`src/rtl/seg_xlate_pkg.sv`:
```
package seg_xlate_pkg;
  localparam int BASE_W  = 32;
  localparam int LIM_W   = 16;
  localparam int SEL_W   = 16;
  localparam int OFS_W   = 16;
  localparam int REAL_W  = 20;
  localparam int IDX_W   = SEL_W - 3;
  localparam int BYTES_W = 3;

  typedef struct packed {
    logic              valid;
    logic              real_m;
    logic              present;
    logic [LIM_W-1:0]  limit;
    logic [BASE_W-1:0] base;
  } shadow_t;

  typedef enum logic [1:0] {FS_IDLE, FS_REQ, FS_WAIT} fstate_t;
endpackage

```
`src/rtl/seg_table_regs.sv`:
```
module seg_table_regs
  import seg_xlate_pkg::*;
(
  input  logic                        clk,
  input  logic                        rst_n,
  input  logic                        tbl_we,
  input  logic                        tbl_sel,
  input  logic [BASE_W-1:0]           tbl_base,
  input  logic [LIM_W-1:0]            tbl_limit,
  output logic [1:0][BASE_W-1:0]      tb_base,
  output logic [1:0][LIM_W-1:0]       tb_limit
);
  for (genvar t = 0; t < 2; t++) begin : g_tbl
    logic en;
    assign en = tbl_we && (tbl_sel == t[0]);
    always_ff @(posedge clk or negedge rst_n) begin
      if (!rst_n) begin
        tb_base[t]  <= '0;
        tb_limit[t] <= '0;
      end else if (en) begin
        tb_base[t]  <= tbl_base;
        tb_limit[t] <= tbl_limit;
      end
    end
  end
endmodule

```
`src/rtl/seg_desc_fetch.sv`:
```
module seg_desc_fetch
  import seg_xlate_pkg::*;
#(
  parameter int SEG_W = 2
) (
  input  logic                   clk,
  input  logic                   rst_n,
  input  logic                   mode_prot,
  input  logic                   ld_valid,
  input  logic [SEG_W-1:0]       ld_seg,
  input  logic [SEL_W-1:0]       ld_sel,
  input  logic [1:0][BASE_W-1:0] tb_base,
  input  logic [1:0][LIM_W-1:0]  tb_limit,
  output logic                   ld_busy,
  output logic                   ld_done,
  output logic                   ld_err,
  output logic                   mem_req,
  output logic [BASE_W-1:0]      mem_addr,
  input  logic [7:0]             mem_rdata,
  input  logic                   mem_rvalid,
  output logic                   inv_we,
  output logic                   sh_we,
  output logic [SEG_W-1:0]       sh_idx,
  output shadow_t                sh_data
);
  localparam int BUF_W = 7 * 8;

  fstate_t              st_q, st_d;
  logic [BYTES_W-1:0]   cnt_q, cnt_d;
  logic [BASE_W-1:0]    dba_q, dba_d;
  logic [SEG_W-1:0]     seg_q, seg_d;
  logic [BUF_W-1:0]     dbuf_q;
  logic                 done_d, err_d;

  logic                 accept, tsel, oob, fetch_go, last_byte, shift_en;
  logic [IDX_W-1:0]     idx;
  logic [LIM_W-1:0]     end_ofs;

  assign accept    = ld_valid && (st_q == FS_IDLE);
  assign tsel      = ld_sel[2];
  assign idx       = ld_sel[SEL_W-1:3];
  assign end_ofs   = {idx, 3'b111};
  assign oob       = end_ofs > tb_limit[tsel];
  assign fetch_go  = accept && mode_prot && !oob;
  assign last_byte = (st_q == FS_WAIT) && mem_rvalid && (cnt_q == '1);
  assign shift_en  = (st_q == FS_WAIT) && mem_rvalid && (cnt_q != '1);

  always_comb begin
    st_d  = st_q;
    cnt_d = cnt_q;
    dba_d = dba_q;
    seg_d = seg_q;
    case (st_q)
      FS_IDLE: if (fetch_go) begin
        st_d  = FS_REQ;
        cnt_d = '0;
        dba_d = tb_base[tsel] + {{(BASE_W-IDX_W-3){1'b0}}, idx, 3'b000};
        seg_d = ld_seg;
      end
      FS_REQ:  st_d = FS_WAIT;
      FS_WAIT: if (mem_rvalid) begin
        st_d  = (cnt_q == '1) ? FS_IDLE : FS_REQ;
        cnt_d = cnt_q + 1'b1;
      end
      default: st_d = FS_IDLE;
    endcase
  end

  assign done_d = (accept && !fetch_go) || last_byte;
  assign err_d  = accept && mode_prot && oob;

  always_ff @(posedge clk or negedge rst_n) begin
    if (!rst_n) begin
      st_q    <= FS_IDLE;
      cnt_q   <= '0;
      dba_q   <= '0;
      seg_q   <= '0;
      ld_done <= 1'b0;
      ld_err  <= 1'b0;
    end else begin
      st_q    <= st_d;
      cnt_q   <= cnt_d;
      dba_q   <= dba_d;
      seg_q   <= seg_d;
      ld_done <= done_d;
      ld_err  <= err_d;
    end
  end

  always_ff @(posedge clk or negedge rst_n) begin
    if (!rst_n)        dbuf_q <= '0;
    else if (shift_en) dbuf_q <= {mem_rdata, dbuf_q[BUF_W-1:8]};
  end

  assign ld_busy  = (st_q != FS_IDLE);
  assign mem_req  = (st_q == FS_REQ);
  assign mem_addr = dba_q + {{(BASE_W-BYTES_W){1'b0}}, cnt_q};

  // Shadow write: real value or table miss at acceptance, descriptor on last byte.
  always_comb begin
    inv_we  = fetch_go;
    sh_we   = (accept && !fetch_go) || last_byte;
    sh_idx  = last_byte ? seg_q : ld_seg;
    sh_data = '0;
    if (last_byte) begin
      sh_data.valid   = 1'b1;
      sh_data.real_m  = 1'b0;
      sh_data.present = dbuf_q[55];
      sh_data.limit   = dbuf_q[47:32];
      sh_data.base    = dbuf_q[31:0];
    end else if (!mode_prot) begin
      sh_data.valid   = 1'b1;
      sh_data.real_m  = 1'b1;
      sh_data.present = 1'b1;
      sh_data.limit   = '1;
      sh_data.base    = {{(BASE_W-SEL_W-4){1'b0}}, ld_sel, 4'b0000};
    end else begin
      sh_data.valid   = 1'b1;
    end
  end
endmodule

```
`src/rtl/seg_shadow_bank.sv`:
```
module seg_shadow_bank
  import seg_xlate_pkg::*;
#(
  parameter int NSEG  = 4,
  parameter int SEG_W = 2
) (
  input  logic                 clk,
  input  logic                 rst_n,
  input  logic                 inv_we,
  input  logic                 sh_we,
  input  logic [SEG_W-1:0]     sh_idx,
  input  shadow_t              sh_data,
  output shadow_t [NSEG-1:0]   sh_rd
);
  for (genvar s = 0; s < NSEG; s++) begin : g_slot
    logic hit, wr_en, inv_en;
    assign hit    = (sh_idx == s[SEG_W-1:0]);
    assign wr_en  = hit && sh_we;
    assign inv_en = hit && inv_we && !sh_we;
    always_ff @(posedge clk or negedge rst_n) begin
      if (!rst_n)      sh_rd[s]       <= '0;
      else if (wr_en)  sh_rd[s]       <= sh_data;
      else if (inv_en) sh_rd[s].valid <= 1'b0;
    end
  end
endmodule

```
`src/rtl/seg_addr_calc.sv`:
```
module seg_addr_calc
  import seg_xlate_pkg::*;
#(
  parameter int NSEG  = 4,
  parameter int SEG_W = 2
) (
  input  logic                 clk,
  input  logic                 rst_n,
  input  shadow_t [NSEG-1:0]   sh_rd,
  input  logic                 acc_req,
  input  logic [SEG_W-1:0]     acc_seg,
  input  logic [OFS_W-1:0]     acc_ofs,
  output logic                 acc_ready,
  output logic                 out_valid,
  output logic                 out_fault,
  output logic [BASE_W-1:0]    out_addr
);
  shadow_t            cur;
  logic               fire, flt_d;
  logic [BASE_W-1:0]  addr_d;
  logic [REAL_W-1:0]  real_sum;

  assign cur       = sh_rd[acc_seg];
  assign acc_ready = cur.valid;
  assign fire      = acc_req && acc_ready;
  assign real_sum  = cur.base[REAL_W-1:0] + {{(REAL_W-OFS_W){1'b0}}, acc_ofs};

  always_comb begin
    if (cur.real_m) begin
      flt_d  = 1'b0;
      addr_d = {{(BASE_W-REAL_W){1'b0}}, real_sum};
    end else begin
      flt_d  = (acc_ofs > cur.limit) || !cur.present;
      addr_d = flt_d ? '0 : cur.base + {{(BASE_W-OFS_W){1'b0}}, acc_ofs};
    end
  end

  always_ff @(posedge clk or negedge rst_n) begin
    if (!rst_n) out_valid <= 1'b0;
    else        out_valid <= fire;
  end

  always_ff @(posedge clk or negedge rst_n) begin
    if (!rst_n) begin
      out_fault <= 1'b0;
      out_addr  <= '0;
    end else if (fire) begin
      out_fault <= flt_d;
      out_addr  <= addr_d;
    end
  end
endmodule

```
`src/rtl/seg_xlate.sv`:
```
module seg_xlate
  import seg_xlate_pkg::*;
#(
  parameter  int NSEG  = 4,
  localparam int SEG_W = $clog2(NSEG)
) (
  input  logic               clk,
  input  logic               rst_n,
  input  logic               mode_prot,
  input  logic               tbl_we,
  input  logic               tbl_sel,
  input  logic [31:0]        tbl_base,
  input  logic [15:0]        tbl_limit,
  input  logic               ld_valid,
  input  logic [SEG_W-1:0]   ld_seg,
  input  logic [15:0]        ld_sel,
  output logic               ld_busy,
  output logic               ld_done,
  output logic               ld_err,
  input  logic               acc_req,
  input  logic [SEG_W-1:0]   acc_seg,
  input  logic [15:0]        acc_ofs,
  output logic               acc_ready,
  output logic               out_valid,
  output logic               out_fault,
  output logic [31:0]        out_addr,
  output logic               mem_req,
  output logic [31:0]        mem_addr,
  input  logic [7:0]         mem_rdata,
  input  logic               mem_rvalid
);
  logic [1:0]              rs_q;
  logic                    rst_i_n;
  logic [1:0][BASE_W-1:0]  tb_base;
  logic [1:0][LIM_W-1:0]   tb_limit;
  logic                    inv_we, sh_we;
  logic [SEG_W-1:0]        sh_idx;
  shadow_t                 sh_data;
  shadow_t [NSEG-1:0]      sh_rd;

  // Reset asserts at once and is released two clocks later.
  always_ff @(posedge clk or negedge rst_n) begin
    if (!rst_n) rs_q <= 2'b00;
    else        rs_q <= {rs_q[0], 1'b1};
  end
  assign rst_i_n = rs_q[1];

  seg_table_regs u_tbl (
    .clk(clk), .rst_n(rst_i_n), .tbl_we(tbl_we), .tbl_sel(tbl_sel),
    .tbl_base(tbl_base), .tbl_limit(tbl_limit),
    .tb_base(tb_base), .tb_limit(tb_limit)
  );

  seg_desc_fetch #(.SEG_W(SEG_W)) u_fetch (
    .clk(clk), .rst_n(rst_i_n), .mode_prot(mode_prot),
    .ld_valid(ld_valid), .ld_seg(ld_seg), .ld_sel(ld_sel),
    .tb_base(tb_base), .tb_limit(tb_limit),
    .ld_busy(ld_busy), .ld_done(ld_done), .ld_err(ld_err),
    .mem_req(mem_req), .mem_addr(mem_addr),
    .mem_rdata(mem_rdata), .mem_rvalid(mem_rvalid),
    .inv_we(inv_we), .sh_we(sh_we), .sh_idx(sh_idx), .sh_data(sh_data)
  );

  seg_shadow_bank #(.NSEG(NSEG), .SEG_W(SEG_W)) u_bank (
    .clk(clk), .rst_n(rst_i_n), .inv_we(inv_we), .sh_we(sh_we),
    .sh_idx(sh_idx), .sh_data(sh_data), .sh_rd(sh_rd)
  );

  seg_addr_calc #(.NSEG(NSEG), .SEG_W(SEG_W)) u_calc (
    .clk(clk), .rst_n(rst_i_n), .sh_rd(sh_rd),
    .acc_req(acc_req), .acc_seg(acc_seg), .acc_ofs(acc_ofs),
    .acc_ready(acc_ready), .out_valid(out_valid),
    .out_fault(out_fault), .out_addr(out_addr)
  );
endmodule

```
`config.mk`:
```
export PLATFORM = sky130hd
export DESIGN_NAME = seg_xlate
export DESIGN_NICKNAME = d
export VERILOG_FILES = /design/src/rtl/seg_xlate_pkg.sv /design/src/rtl/seg_table_regs.sv /design/src/rtl/seg_desc_fetch.sv /design/src/rtl/seg_shadow_bank.sv /design/src/rtl/seg_addr_calc.sv /design/src/rtl/seg_xlate.sv
export SDC_FILE = /design/constraint.sdc
export NUM_CORES = 1
export LEC_CHECK = 0
export BUFFER_PORTS_ARGS = -buffer_cell sky130_fd_sc_hd__buf_4
export CAP_MARGIN = 20
export CORE_MARGIN = 4
export CORE_UTILIZATION = 25
export CTS_CLUSTER_SIZE = 10
export DETAILED_ROUTE_END_ITERATION = 8
export PLACE_DENSITY = 0.5
export SYNTH_ARGS = -nofsm -noshare
export SYNTH_HDL_FRONTEND = slang
export SYNTH_SLANG_ARGS = --single-unit
```
`constraint.sdc`:
```
create_clock -name clk -period 16.8 [get_ports clk]
set_input_delay 2.52 -clock clk [delete_from_list [all_inputs] [get_ports clk]]
set_output_delay 2.52 -clock clk [all_outputs]
set_load 0.1 [all_outputs]
```
After elaboration in Yosys (flattened, before gate mapping):

Index checks and enable logic that the tools add are counted.

* muxes and demuxes: 27
* reductions and logical operators: 40
* eq/ne operators: 9
* bitwise gates (word level): 1
* magnitude comparators: 4
* add/subtract/negate cells: 5

Operator list (number)
* 32-bit 2-to-1 mux: 4
* 51-bit binary-select mux with 2-bit select: 1
* 50-bit 2-to-1 mux: 2
* 32-bit by 16-bit adder with 32-bit output: 2
* 51-bit 2-to-1 mux: 1
* 32-bit by 3-bit adder with 32-bit output: 1
* 16-bit greater-than comparator: 2
* 16-bit 2-to-1 mux: 2
* 1-bit logical AND: 23
* 20-bit by 16-bit adder with 20-bit output: 1
* 2-bit nonzero test: 6
* 1-bit 2-to-1 mux: 10
* 2-bit equality test (second input constant): 3
* 2-bit 2-to-1 mux: 3
* 3-bit 2-to-1 mux: 2
* 2-bit one-hot mux with 3 select lines: 1
* 3-bit one-hot mux with 2 select lines: 1
* 2-bit by 1-bit equality test with 1-bit output (second input constant): 2
* 1-bit logical NOT: 4
* 2-bit logical NOT: 2
* 2-bit AND reduction: 2
* 3-bit by 1-bit adder with 3-bit output (second input constant): 1
* 3-bit equality test (second input constant): 1
* 2-bit by 3-bit < comparator with 1-bit output (second input constant): 1
* 7 further kinds: 8

* output and inout port bits: 71
* word-level logic and storage cells: 121
* register bits: 433

Longest topological paths before layout:

* depth in word-level cells: 12
* depth in mapped cells: 16

Cells and area by module:

From an unflattened synthesis, not the netlist that was laid out.

* cells, all modules: 1703
* area, all modules: 22027.4 µm²

By module, submodules not included
* seg_shadow_bank: times used 1, cells an instance 443, sequential area each 5104.9 µm², area each 7606.0 µm²
* seg_desc_fetch: times used 1, cells an instance 670, sequential area each 2427.3 µm², area each 6708.9 µm²
* seg_addr_calc: times used 1, cells an instance 383, sequential area each 850.8 µm², area each 4078.9 µm²
* seg_table_regs: times used 1, cells an instance 204, sequential area each 2402.3 µm², area each 3579.7 µm²
* seg_xlate: times used 1, cells an instance 3, sequential area each 50.0 µm², area each 53.8 µm²

Least setup slack after synthesis:

OpenSTA, ideal clock, no wires.

* path kind: input-to-reg
* start point: in acc_seg[0]
* end point: reg u_calc.out_addr[24]
* path buffers: 4
* data arrival time: 6041 ps
* data required time: 16671 ps
* stages on the path: 15
* library setup time: 129 ps
* path slack: 10630 ps
* cells stage by stage: buf_6 -> buf_8 -> buf_2 -> buf_2 -> mux4_2 -> ha_1 -> fa_1 -> a21o_1 -> a31o_1 -> a2111oi_2 -> o41ai_2 -> nor2b_1 -> and3_1 -> xnor2_1 -> o21ai_1

* longest elaborated chain between the ends: 6
* elaborated cells on any way between the ends: 9
* classes of those cells: add/sub: 1; order compare: 1; mux: 4; reduce/logical: 3

Ends and longest elaborated chain
* start: declaration: RTL line seg_xlate.sv:21 `input logic [SEG_W-1:0] acc_seg,`
* 51-bit binary-select mux with 2-bit select *: RTL line seg_addr_calc.sv:23 `assign cur = sh_rd[acc_seg];`
* 51-bit 2-to-1 mux (implied by the code) *: RTL line seg_addr_calc.sv:23
* parallel branches: the longest is 4 deep, another holds 32-bit by 16-bit adder with 32-bit output
* end signal: assignment: RTL line seg_addr_calc.sv:49 `out_addr <= addr_d;`
* end: declaration: RTL line seg_addr_calc.sv:16 `output logic [BASE_W-1:0] out_addr`

Every way passes the cells marked *. The select of a mux whose other input is x is not followed.
A chain may end at the register's enable or synchronous reset.

Worst setup path after layout:

* start point: in acc_seg[0]
* end point: out acc_ready

* longest elaborated chain between the ends: 2

Ends and longest elaborated chain
* 51-bit binary-select mux with 2-bit select: RTL line seg_addr_calc.sv:23
* 51-bit 2-to-1 mux (implied by the code): RTL line seg_addr_calc.sv:23
* end: declaration: RTL line seg_xlate.sv:23 `output logic acc_ready,`

No other way between the ends. The select of a mux whose other input is x is not followed.

==> impl_metrics.tcl <==
set metrics [dict create \
    outcome "completed" \
    vias 14800 \
    fillCellCount 8571 \
    critPathArrivalTime_ns 3.75 \
    grt_use_total 0.133 \
    first_global_vias 15400 \
    synthCells 1828 \
    overflow 0 \
    port_buffers 170 \
    die_w_um 299 \
    postSynthAreaPerCell_um2 11.5 \
    place_ws_ns 10.03 \
    timing.final.crit_period_ns 6.27 \
    hold_buffers 0 \
    synth_top_cell_by_area "dfrtp_1" \
    start_kind "input pin" \
    drc_errors 0 \
    synth-edff-count 0 \
    post-dp-hpwl_um 42000 \
    yosys-top-cells-count "dfrtp_1, a21oi_1, nor2_1" \
    cts_tree "built" \
    drive_gt1_frac 0.251 \
    coreArea_um2 83700 \
    synth_top_area_frac 0.513 \
    avgViaCountPerCell 4.71 \
    crit_chain "buf_4, mux4_2, buf_4" \
    fp.dieH_um 299 \
    finalHoldViolations 0 \
    root_buffer "clkbuf_16" \
    yosysMostFrequentCell "dfrtp_1" \
    numCtsBuffers 52 \
    crit_path_end_kind "output port" \
    ys_seq_area_frac 0.513 \
    p_per_area_nw_per_um2 172 \
    drt_iter0_drc 1042 \
    ys_async_sr_fraction 1.00 \
    setup_ws_ns 10.53 \
    ir_drop_uv 174 \
    worstMarginPinSlew_ns 1.11 \
    finalCritPeriodShare 0.373 \
    dr.pass1.iters 5 \
    netlist_area_um2 21100 \
    critPathRequiredTime_ns 14.28 \
    cpMaxStageDelayCell "mux4_2" \
    clk_pin_slew_ns 0.05 \
    wl_per_cell_um 19.2 \
    initial_utilization 0.252 \
    grt_pass1_wl_um 93800 \
    post_cts_buffers 0 \
    nets 2137 \
    p_leak_nw 10.7 \
    synth_area_leaders "dfrtp_1, mux2_2, mux4_2" \
    cts_num_sinks 433 \
    htreeDepth 2 \
    drv_slew 0 \
    ys_seq_elements 433 \
    clock_path_buffers 3 \
    rsz0062_at_grt "false" \
    worstSkewPairLatency_ns 0.63 \
    gp_congestion 0.789 \
    cap_violations 0 \
    fin_tns_setup_ns 0 \
    syn_nets 1994 \
    setup_viol 0 \
    drt-total-wl_um 60100 \
    hold_class "reg2reg" \
    cp_common_cell "buf_4" \
    io_pins 171 \
    synth_cell_type_count 77 \
    relSlewSlack 0.262 \
    fmax_mhz 160 \
    total_power_mw 4.33 \
    path_class "in2out" \
    placementRows 106 \
    ys.warnings.count 0 \
    yosys_most_used_dff "dfrtp_1" \
    cts_resized 0 \
    dieArea_um2 89100 \
    antenna_found_initial 11 \
    finClkSkew_ns 0.0608 \
    cpPeakStageDelay_ns 0.61 \
    critPathMaxFanout 18 \
    grt_max_degree 80 \
    ant_nets 0 \
    area_growth_pct 19.1 \
]
[cells by family after synthesis]
| family | after synthesis | share of synthesized area |
|---|---|---|
| AOI/OAI and AO/OA | 415 | 0.127 |
| xor gates and xnor gates | 82 | 0.0340 |
| adders and majority gates | 66 | 0.0402 |
| buffers and inverters | 138 | 0.0302 |
| DFF | 433 | 0.513 |
| muxes | 248 | 0.158 |
| other | 1 | 0.000178 |
| and+or+nand+nor | 445 | 0.0968 |
[layer usage]
| metal | GRT usage | wire [um] |
|---|---|---|
| met4 | 0.0348 | 1420 |
| met3 | 0.0307 | 3680 |
| met5 | 0 | 22 |
| met1 | 0.182 | 27200 |
| met2 | 0.214 | 27800 |
[path summary, 6_finish.rpt]
check	endpoint	start	slack, ns	depth (start not counted)
max	acc_ready	acc_seg[0]	10.53	3
min	rs_q[1]	rs_q[0]	0.35	0
max reg2reg	u_bank.sh_rd[151]	u_fetch.cnt_q[0]	12.94	8
min reg2reg	rs_q[1]	rs_q[0]	0.35	0
max in group asynchronous	u_tbl.tb_base[7]	rs_q[1]	14.40	3
min in group asynchronous	u_fetch.dbuf_q[54]	rs_q[1]	0.38	0
[power by group]
part           internal [mW]  leakage, nW  total [mW]  switching (mW)
Clock                  0.591        0.734        1.03           0.443
Combinational          0.582         4.73        1.69            1.11
Sequential              1.38         5.28        1.61           0.233
[area by class of cell]
cell class,count,area [um2],area share
inverter,36,135,0.00538
timing repair buffer,191,1530,0.0610
clock inverter,7,129,0.00513
tap,1134,1420,0.0565
clock buffer,71,1390,0.0554
sequential,433,10800,0.431
antenna,6,15.0,0.000597
multi-input combinational,1257,9670,0.385
[flip-flops by register name, summed over array words and instances, names as in the netlist, 2 cells and up]
signal	cells
rs_q	2
u_bank.sh_rd	204
u_tbl.tb_limit	32
u_fetch.seg_q	2
u_fetch.dbuf_q	56
u_calc.out_addr	32
u_fetch.st_q	2
u_fetch.cnt_q	3
u_fetch.dba_q	32
u_tbl.tb_base	64
[layout by cell type (no fill, tap or decap), types with 5 or more instances in the layout]
cell type,instances
inv_1,35
clkbuf_16,52
a22o_1,21
buf_16,5
a21o_1,12
mux2_2,168
diode_2,6
o21a_1,5
o2bb2ai_1,64
clkbuf_1,17
nor3b_1,19
and3_1,17
xnor2_1,60
mux2i_1,26
xor2_1,22
nor2_1,173
ha_1,63
a21oi_1,200
dfrtp_1,432
nor2b_1,13
nor3_1,10
mux4_2,51
buf_4,186
o21ai_0,59
nand2b_1,8
nand3_1,27
or3_1,5
nand2_1,131
nand4_1,12
o31ai_1,7
[worst max-delay path, delay by kind of cell]
kind,cells,cell delay [ns]
mux,1,0.61
buf+inv,2,0.61
[stage by stage]
stage,std cells,util,area (um2),hold slack [ns]
floorplan,1828,-,21100,0.331
global placement,3046,0.280,23500,0.336
detailed placement,3047,0.281,23500,0.340
CTS,3125,0.299,25000,0.353
global route,3129,0.300,25100,0.352
finish,3135,0.300,25100,0.349
No activity file was read; power rests on OpenSTA's default activity.
